===== src/rtl/swire_dim_pkg.sv =====
package swire_dim_pkg;
  typedef enum logic [1:0] {
    SYM_NONE = 2'd0,
    SYM_ONE  = 2'd1,
    SYM_ZERO = 2'd2,
    SYM_LOAD = 2'd3
  } sym_t;
endpackage


===== src/rtl/swire_sync.sv =====
module swire_sync #(
  parameter int STAGES = 2
) (
  input  logic clk,
  input  logic rst_n,
  input  logic d,
  output logic q
);
  logic [STAGES-1:0] ff;

  // Reset to the idle (high) level of the line.
  always_ff @(posedge clk or negedge rst_n) begin
    if (!rst_n) ff <= '1;
    else        ff <= {ff[STAGES-2:0], d};
  end

  assign q = ff[STAGES-1];
endmodule


===== src/rtl/swire_pulse_meter.sv =====
module swire_pulse_meter
  import swire_dim_pkg::*;
#(
  parameter int TICK_DIV = 50,
  parameter int ONE_MIN  = 15,
  parameter int ONE_MAX  = 45,
  parameter int ZERO_MIN = 90,
  parameter int ZERO_MAX = 120,
  parameter int LOAD_MIN = 216,
  parameter int HIGH_MIN = 3
) (
  input  logic clk,
  input  logic rst_n,
  input  logic en,
  input  logic s,
  output sym_t sym
);
  localparam int RUN_MAX = LOAD_MIN;
  localparam int RUN_W   = $clog2(RUN_MAX + 1);
  localparam int PC_W    = (TICK_DIV > 1) ? $clog2(TICK_DIV) : 1;
  // The cycle in which the level changes is the first cycle of the new run.
  localparam logic [PC_W-1:0]  PC_START  = (TICK_DIV == 1) ? PC_W'(0) : PC_W'(1);
  localparam logic [RUN_W-1:0] RUN_START = (TICK_DIV == 1) ? RUN_W'(1) : RUN_W'(0);

  logic             s_d;
  logic [PC_W-1:0]  pc;
  logic [RUN_W-1:0] run;
  logic             hi_ok;
  logic             edge_w, rise_w, fall_w, tick_w;

  assign edge_w = s ^ s_d;
  assign rise_w = s & ~s_d;
  assign fall_w = ~s & s_d;
  assign tick_w = (pc == PC_W'(TICK_DIV - 1));

  always_ff @(posedge clk or negedge rst_n) begin
    if (!rst_n) begin
      s_d   <= 1'b1;
      pc    <= '0;
      run   <= '0;
      hi_ok <= 1'b0;
    end else if (!en) begin
      s_d   <= 1'b1;
      pc    <= '0;
      run   <= '0;
      hi_ok <= 1'b0;
    end else begin
      s_d <= s;
      if (edge_w) begin
        // Qualify the high interval that precedes a new low pulse.
        if (fall_w) hi_ok <= (run >= RUN_W'(HIGH_MIN));
        pc  <= PC_START;
        run <= RUN_START;
      end else if (tick_w) begin
        pc <= '0;
        if (run != RUN_W'(RUN_MAX)) run <= run + RUN_W'(1);
      end else begin
        pc <= pc + PC_W'(1);
      end
    end
  end

  // Classify on the rising edge of the synchronized line.
  always_comb begin
    sym = SYM_NONE;
    if (en && rise_w && hi_ok) begin
      if (run >= RUN_W'(ONE_MIN) && run <= RUN_W'(ONE_MAX))        sym = SYM_ONE;
      else if (run >= RUN_W'(ZERO_MIN) && run <= RUN_W'(ZERO_MAX)) sym = SYM_ZERO;
      else if (run >= RUN_W'(LOAD_MIN))                            sym = SYM_LOAD;
    end
  end
endmodule


===== src/rtl/swire_bit_store.sv =====
module swire_bit_store
  import swire_dim_pkg::*;
#(
  parameter int LEVEL_W = 5
) (
  input  logic               clk,
  input  logic               rst_n,
  input  logic               en,
  input  sym_t               sym,
  output logic [LEVEL_W-1:0] level,
  output logic               strobe
);
  logic [LEVEL_W-1:0] shreg;

  always_ff @(posedge clk or negedge rst_n) begin
    if (!rst_n) begin
      shreg  <= '0;
      level  <= '0;
      strobe <= 1'b0;
    end else if (!en) begin
      shreg  <= '0;
      level  <= '0;
      strobe <= 1'b0;
    end else begin
      strobe <= 1'b0;
      case (sym)
        SYM_ONE:  shreg <= {shreg[LEVEL_W-2:0], 1'b1};
        SYM_ZERO: shreg <= {shreg[LEVEL_W-2:0], 1'b0};
        SYM_LOAD: begin
          level  <= shreg;
          strobe <= 1'b1;
        end
        default: ;
      endcase
    end
  end
endmodule


===== src/rtl/swire_dim_decoder.sv =====
module swire_dim_decoder
  import swire_dim_pkg::*;
#(
  parameter int LEVEL_W     = 5,
  parameter int SYNC_STAGES = 2,
  parameter int TICK_DIV    = 50,
  parameter int ONE_MIN     = 15,
  parameter int ONE_MAX     = 45,
  parameter int ZERO_MIN    = 90,
  parameter int ZERO_MAX    = 120,
  parameter int LOAD_MIN    = 216,
  parameter int HIGH_MIN    = 3
) (
  input  logic               clk,
  input  logic               rst_n,
  input  logic               en,
  input  logic               line_in,
  output logic [LEVEL_W-1:0] level,
  output logic               strobe
);
  logic line_s;
  sym_t sym;

  swire_sync #(.STAGES(SYNC_STAGES)) u_sync (
    .clk(clk), .rst_n(rst_n), .d(line_in), .q(line_s)
  );

  swire_pulse_meter #(
    .TICK_DIV(TICK_DIV), .ONE_MIN(ONE_MIN), .ONE_MAX(ONE_MAX),
    .ZERO_MIN(ZERO_MIN), .ZERO_MAX(ZERO_MAX), .LOAD_MIN(LOAD_MIN),
    .HIGH_MIN(HIGH_MIN)
  ) u_meter (
    .clk(clk), .rst_n(rst_n), .en(en), .s(line_s), .sym(sym)
  );

  swire_bit_store #(.LEVEL_W(LEVEL_W)) u_store (
    .clk(clk), .rst_n(rst_n), .en(en), .sym(sym),
    .level(level), .strobe(strobe)
  );
endmodule


===== config.mk =====
export PLATFORM = sky130hd
export DESIGN_NAME = swire_dim_decoder
export DESIGN_NICKNAME = d
export VERILOG_FILES = /design/src/rtl/swire_dim_pkg.sv /design/src/rtl/swire_sync.sv /design/src/rtl/swire_pulse_meter.sv /design/src/rtl/swire_bit_store.sv /design/src/rtl/swire_dim_decoder.sv
export SDC_FILE = /design/constraint.sdc
export NUM_CORES = 1
export LEC_CHECK = 0
export BUFFER_PORTS_ARGS = -buffer_cell sky130_fd_sc_hd__buf_4
export CORE_ASPECT_RATIO = 0.7
export CORE_MARGIN = 2
export CORE_UTILIZATION = 53
export CTS_CLUSTER_SIZE = 40
export DETAILED_ROUTE_END_ITERATION = 10
export PLACE_DENSITY = 0.74
export SLEW_MARGIN = 20
export SYNTH_ARGS = -nofsm -noshare
export SYNTH_HDL_FRONTEND = slang
export SYNTH_SLANG_ARGS = --single-unit

===== constraint.sdc =====
create_clock -name clk -period 1.65 [get_ports clk]
set_input_delay 0.0825 -clock clk [delete_from_list [all_inputs] [get_ports clk]]
set_output_delay 0.0825 -clock clk [all_outputs]
set_load 0.01 [all_outputs]

---- After elaboration in Yosys (flattened, before gate mapping) ----
Index checks and enable logic that the tools add are counted.
word-level totals
  bits in writable memories ............... 0
  bits in read-only memories .............. 0
  register bits after elaboration ......... 29
  output and inout bits ................... 6
  bits of input ports ..................... 4
  latch bits .............................. 0
  memories kept ........................... 0
  word-level logic and storage cells ...... 59
cells by class
  bitwise logic cells ..................... 5
  equal/unequal tests ..................... 11
  shifts and indexed selects .............. 0
  div/mod/pow operators ................... 0
  multipliers ............................. 0
  add/subtract/negate cells ............... 2
  reduce and logical (&&, ||, !) cells .... 6
  magnitude comparators ................... 6
  muxes and demuxes ....................... 21
operators with widths
  kind                                                                      number
  8-bit two-way mux                                                         4
  6-bit two-way mux                                                         3
  5-bit two-way mux                                                         3
  5-bit one-hot mux with 2 select lines                                     1
  3-bit by 1-bit inequality test with 1-bit output (second input constant)  3
  8-bit by 1-bit adder with 8-bit output (second input constant)            1
  8-bit by 2-bit >= comparator with 1-bit output (second input constant)    1
  8-bit by 4-bit >= comparator with 1-bit output (second input constant)    1
  8-bit by 7-bit >= comparator with 1-bit output (second input constant)    1
  8-bit >= comparator (second input constant)                               1
  8-bit by 6-bit <= comparator with 1-bit output (second input constant)    1
  8-bit by 7-bit <= comparator with 1-bit output (second input constant)    1
  2-bit two-way mux                                                         4
  8-bit inequality test (second input constant)                             1
  6-bit by 1-bit adder with 6-bit output (second input constant)            1
  6-bit equality test (second input constant)                               1
  1-bit two-way mux                                                         6
  2-bit by 1-bit inequality test with 1-bit output (second input constant)  3
  2-bit equality test (second input constant)                               2
  1-bit logical AND                                                         4
  2-bit AND reduction                                                       2
  1-bit bitwise AND                                                         2
  2-bit by 1-bit equality test with 1-bit output (second input constant)    1
  1-bit inverter                                                            2
  1-bit XOR                                                                 1

---- Logic depth before layout (Yosys ltp) ----
  word-level depth ........................ 8
  gate-level depth with buffers ........... 7
  gate-level depth less buffers ........... 7

---- Modules after synthesis ----
A second synthesis with hierarchy kept.
second synthesis, totals
  cells, all modules ...................... 162
  area, all modules ....................... 1620.3 µm²
modules (own cells, without submodules)
  module             times used  cells an instance  area each (µm²)  sequential area each (µm²)
  swire_pulse_meter  1           113                1069.8           401.6
  swire_bit_store    1           47                 498.0            275.3
  swire_sync         1           2                  52.6             52.6

---- Worst setup path after synthesis ----
Ideal clock, no wire load.
  kind .................................... register to register
  start ................................... reg u_meter.run[0]
  end ..................................... reg u_meter.run[6]
  required time ........................... 1585 ps
  data arrival time ....................... 1655 ps
  setup time .............................. 65 ps
  clock period less this slack ............ 1721 ps
  slack ................................... -71 ps
  stages on the path, launching flop included .. 8
  path buffers ............................ 0
  path through ............................ dfrtp_1 > inv_1 > ha_1 > nor4bb_2 > a211oi_4 > nand4_1 > or3_1 > nand2_1
between the ends
  word-level cells in the longest chain between the ends .. 5
  elaborated cells on any way between the ends .. 8
  classes of those cells .................. add/sub: 1; eq/ne: 2; mux: 4; reduce/logical: 1
RTL lines
  element                                 RTL line                 text
  start: declaration                      swire_pulse_meter.sv:27  logic [RUN_W-1:0] run;
  start signal: assignment                swire_pulse_meter.sv:56  if (run != RUN_W'(RUN_MAX)) run <= run + RUN_W'(1);
  8-bit by 1-bit adder with 8-bit output  swire_pulse_meter.sv:56
  8-bit two-way mux                       swire_pulse_meter.sv:56
  8-bit two-way mux                       swire_pulse_meter.sv:54  end else if (tick_w) begin
  8-bit two-way mux                       swire_pulse_meter.sv:49  if (edge_w) begin
  8-bit two-way mux                       swire_pulse_meter.sv:42  end else if (!en) begin
Parallel ways exist; a longest one is shown, timed or not. The select of a mux whose other input is x is not followed.
A chain may end at the register's enable or synchronous reset.

---- Final worst setup path ----
  start ................................... reg u_meter.run[0]
  end ..................................... reg u_store.shreg[2]
between the ends
  word-level cells in the longest chain between the ends .. 7
  elaborated cells on any way between the ends .. 14
  classes of those cells .................. order compare: 5; eq/ne: 3; mux: 4; reduce/logical: 2
RTL lines
  element                                                                                       RTL line                                          text
  8-bit >= comparator (tied with other cells)                                                   swire_pulse_meter.sv:69                           else if (run >= RUN_W'(LOAD_MIN)) sym = SYM_LOAD;
  2-bit two-way mux / 1-bit logical AND (equally long branches)                                 swire_pulse_meter.sv:69, swire_pulse_meter.sv:68
  2-bit two-way mux                                                                             swire_pulse_meter.sv:68                           else if (run >= RUN_W'(ZERO_MIN) && run <= RUN_W'(ZERO_MAX)) sym = SYM_ZERO;
  2-bit two-way mux (*)                                                                         swire_pulse_meter.sv:67                           if (run >= RUN_W'(ONE_MIN) && run <= RUN_W'(ONE_MAX)) sym = SYM_ONE;
  2-bit two-way mux (*)                                                                         swire_pulse_meter.sv:66                           if (en && rise_w && hi_ok) begin
  2-bit by 1-bit equality test with 1-bit output / 2-bit equality test (equally long branches)  swire_bit_store.sv:26                             case (sym)
  3-bit by 1-bit inequality test with 1-bit output (no source line) (*)                         n/a
  end signal: assignment                                                                        swire_bit_store.sv:27                             SYM_ONE: shreg <= {shreg[LEVEL_W-2:0], 1'b1};
  end signal: assignment                                                                        swire_bit_store.sv:28                             SYM_ZERO: shreg <= {shreg[LEVEL_W-2:0], 1'b0};
  end: declaration                                                                              swire_bit_store.sv:13                             logic [LEVEL_W-1:0] shreg;
Every way passes the cells marked *; elsewhere a longest branch is shown, timed or not.

==> results.cfg <==
[layout]
finalNonFillerCells = 200
mostFrequentLayoutCell = dfrtp_1
antennaDiodeCount = 0
drive_gt1_share_pct = 32.5
nets = 177
fin_util_pct = 71.7
fill_cells = 185
area_growth_pct = 25.1
layout.cells.most_common_list = dfrtp_1, buf_4, nor2_1
fin_area_um2 = 1820

[timing]
fmax_ghz = 0.597
period_share_pct = 102
fin_crit_ns = 1.68
clock-skew-final_ns = 0.00465
setup_ws_ns = -0.0253
finalSetupViolCount = 1
max-slew-margin-rel_pct = 76.1
rsz0062_at_grt = yes
worstMarginPinSlew_ns = 0.359
tns_ns = -0.0253
finalMaxSlewViolations = 0
hold_viol = 0

[clocking]
clockBufferDepth = 2
clk_pin_slew_ns = 0.06
cts_buffers = 5
clk_latency_ns = 0.28
htree_levels = 2
cts-root-buf = clkbuf_8
clock_sinks = 29
cts_tree = built

[placed_design]
dp.cells = 188
gp_congestion = 0.834
portBuffers = 9
dp_hpwl_mm = 2.04
dpl_cell_area_um2 = 1600

[setup_path]
ff2ff_setup_slack_ns = -0.03
cp-end-kind = flop
critPathRequiredTime_ns = 1.84
crit_arrival_ns = 1.87
crit_type = reg -> reg
r2r_start = u_meter.run[0]$_DFFE_PN0P_
cp-startpoint = u_meter.run[0]$_DFFE_PN0P_
r2r-end = u_store.shreg[2]$_DFFE_PN0P_
crit_path_max_fanout = 5
endpoint = u_store.shreg[2]$_DFFE_PN0P_
reg2regPathDepth = 7
startpoint_type = flop

[logic_synthesis]
syn-num-nets = 153
synth_top_family_by_area = simple AND/OR/NAND/NOR gates
yosys.area_share.xor_xnor_pct = 6.03
synthCells = 141
synthAdderAreaFrac_pct = 6.89
yosysUniqueCellTypes = 35
syn_area_um2 = 1450
yosysSeqAreaShare_pct = 50.2
yosysWarnings = 0
synth_compound_area_share_pct = 8.18
yosys.area_share.simple_pct = 20.0
yosys_register_bits = 29
avgSynthCellArea_um2 = 10.3
synthMuxAreaShare_pct = 2.76

[drt]
dr.pass1.iters = 4
drt.antenna.violating_nets = 0
routed_wl_mm = 3.04
viasPerCell = 5.32
vias = 1063
drt_iter0_drc = 45
drcViolationCount = 0
wl_per_cell_um = 15.2

[global_routing]
grt_pass1_wl_mm = 4.69
first_global_vias = 1015
grt_overflow = 0
grt_usage_pct = 21.5
antenna_found_initial = 0
grt_max_degree = 30

[power_and_ir_drop]
powerDensity_nw_per_um2 = 741
peakVddDrop_uv = 765
p_leak_nw = 0.846

[status]
run_status = finished, violations left
failed_checks = setup timing

[floorplan]
boundaryPins = 10
die_h_um = 47.8
die_w_um = 66.6
coreArea_um2 = 2530
die_area_um2 = 3180
initial_utilization_pct = 57.3
rows = 15

[min_path]
hp-class = in -> reg

[flow_run]
cap_violations = 0
[power by group]
group          switching (mW)  total (mW)  leakage [nW]  internal [mW]
registers             0.00752       0.731         0.390          0.724
logic                  0.0403      0.0636         0.411         0.0233
clock network           0.261       0.552        0.0450          0.291
[critical path, cell delays in order, from the launching register on]
cell      delay, ns
dfrtp_2        0.42
inv_2          0.06
ha_2           0.19
nor4bb_4       0.33
o21ai_2        0.13
o311ai_4       0.08
nand2_2        0.16
mux2i_1        0.21
[kinds of logic after synthesis]
| family | Yosys count |
|---|---|
| flops | 29 |
| simple gates | 55 |
| compound gates | 17 |
| xor+xnor | 10 |
| buf+inv | 18 |
| mux | 4 |
| fa+ha+maj | 8 |
[cells in the mapped netlist]
| cell type | count | area [um2] |
|---|---|---|
| or3b_1 | 1 | 8.76 |
| clkbuf_1 | 2 | 7.51 |
| buf_2 | 3 | 15.0 |
| nor2_1 | 16 | 60.1 |
| xnor2_1 | 5 | 43.8 |
| nor4bb_2 | 1 | 16.3 |
| ha_1 | 8 | 100 |
| a21oi_1 | 2 | 10.0 |
| a21boi_0 | 1 | 7.51 |
| o211a_1 | 1 | 10.0 |
| nor4bb_1 | 1 | 10.0 |
| dfrtp_1 | 26 | 651 |
| o21ai_0 | 7 | 35.0 |
| nand4b_2 | 1 | 15.0 |
| o21ai_1 | 1 | 5.00 |
| nor3_1 | 3 | 15.0 |
| or3_1 | 1 | 6.26 |
| inv_1 | 11 | 41.3 |
| buf_6 | 2 | 22.5 |
| and3_4 | 1 | 11.3 |
| o211ai_1 | 1 | 7.51 |
| nor4_1 | 1 | 6.26 |
| o311ai_0 | 1 | 8.76 |
| o311ai_1 | 1 | 8.76 |
| xor2_1 | 5 | 43.8 |
| dfstp_2 | 3 | 78.8 |
| a31oi_1 | 1 | 6.26 |
| nand3_1 | 10 | 50.1 |
| and2_1 | 1 | 6.26 |
| nand4_1 | 3 | 18.8 |
| and3_2 | 2 | 15.0 |
| a211oi_4 | 1 | 20.0 |
| mux2i_1 | 4 | 40.0 |
| nand2_1 | 12 | 45.0 |
| or2_1 | 1 | 6.26 |
[layer usage]
layer | global-route usage (%) | vias to the layer above | share of wire, %
met2 | 37.6 | 26 | 49
met4 | 10.2 | 0 | 2.0
met3 | 7.06 | 7 | 4.9
met1 | 24.9 | 508 | 44
li1 | - | 522 | -
met5 | 0 | - | 0
[final cells by class]
class / count / area (um2) / area share [%]
Multi-Input combinational cell: 94 / 731 / 40.2
Tap cell: 34 / 42.5 / 2.34
Clock inverter: 2 / 10.0 / 0.551
Sequential cell: 29 / 731 / 40.2
Clock buffer: 6 / 72.6 / 3.99
Timing Repair Buffer: 24 / 189 / 10.4
Inverter: 11 / 41.3 / 2.27
[stage by stage]
step	power [mW]	setup slack, ns	hold slack (ns)
2_1_floorplan	0.770	-0.0380	-0.213
3_3_place_gp	0.798	-0.00877	0.0158
3_5_place_dp	0.802	-0.186	0.0229
4_1_cts	1.36	-0.0307	0.0558
5_1_grt	1.40	-0.0607	0.0892
6_report	1.35	-0.0253	0.0714
[state kept, by name, indices dropped and copies added (netlist names)]
register / flops
u_meter.hi_ok: 1
u_meter.pc: 6
u_meter.run: 8
u_meter.s_d: 1
u_store.level: 5
u_store.shreg: 5
u_store.strobe: 1
u_sync.ff: 2
[worst min-delay path by stage]
stage	from	slack, ns	cells after the start	endpoint
final	en	0.07	2	u_meter.s_d$_DFF_PN1_
after global routing	en	0.09	2	u_meter.s_d$_DFF_PN1_
after detailed placement	rst_n	0.02	1	u_meter.run[4]$_DFFE_PN0P_
after global placement	rst_n	0.02	1	u_meter.run[0]$_DFFE_PN0P_
after CTS	en	0.06	2	u_meter.s_d$_DFF_PN1_
after floorplan	rst_n	-0.21	0	u_meter.hi_ok$_DFFE_PN0P_
[timing repair]
item / in CTS / in global routing
pin swaps: 3 / 2
endpoints found under the setup margin: 13 / 14
gates resized for setup: 13 / 12
hold buffers: 2 / 0
buffers inserted: 1 / 1
hold endpoints to repair: 27 / 0
(Power assumes the default switching activity.)
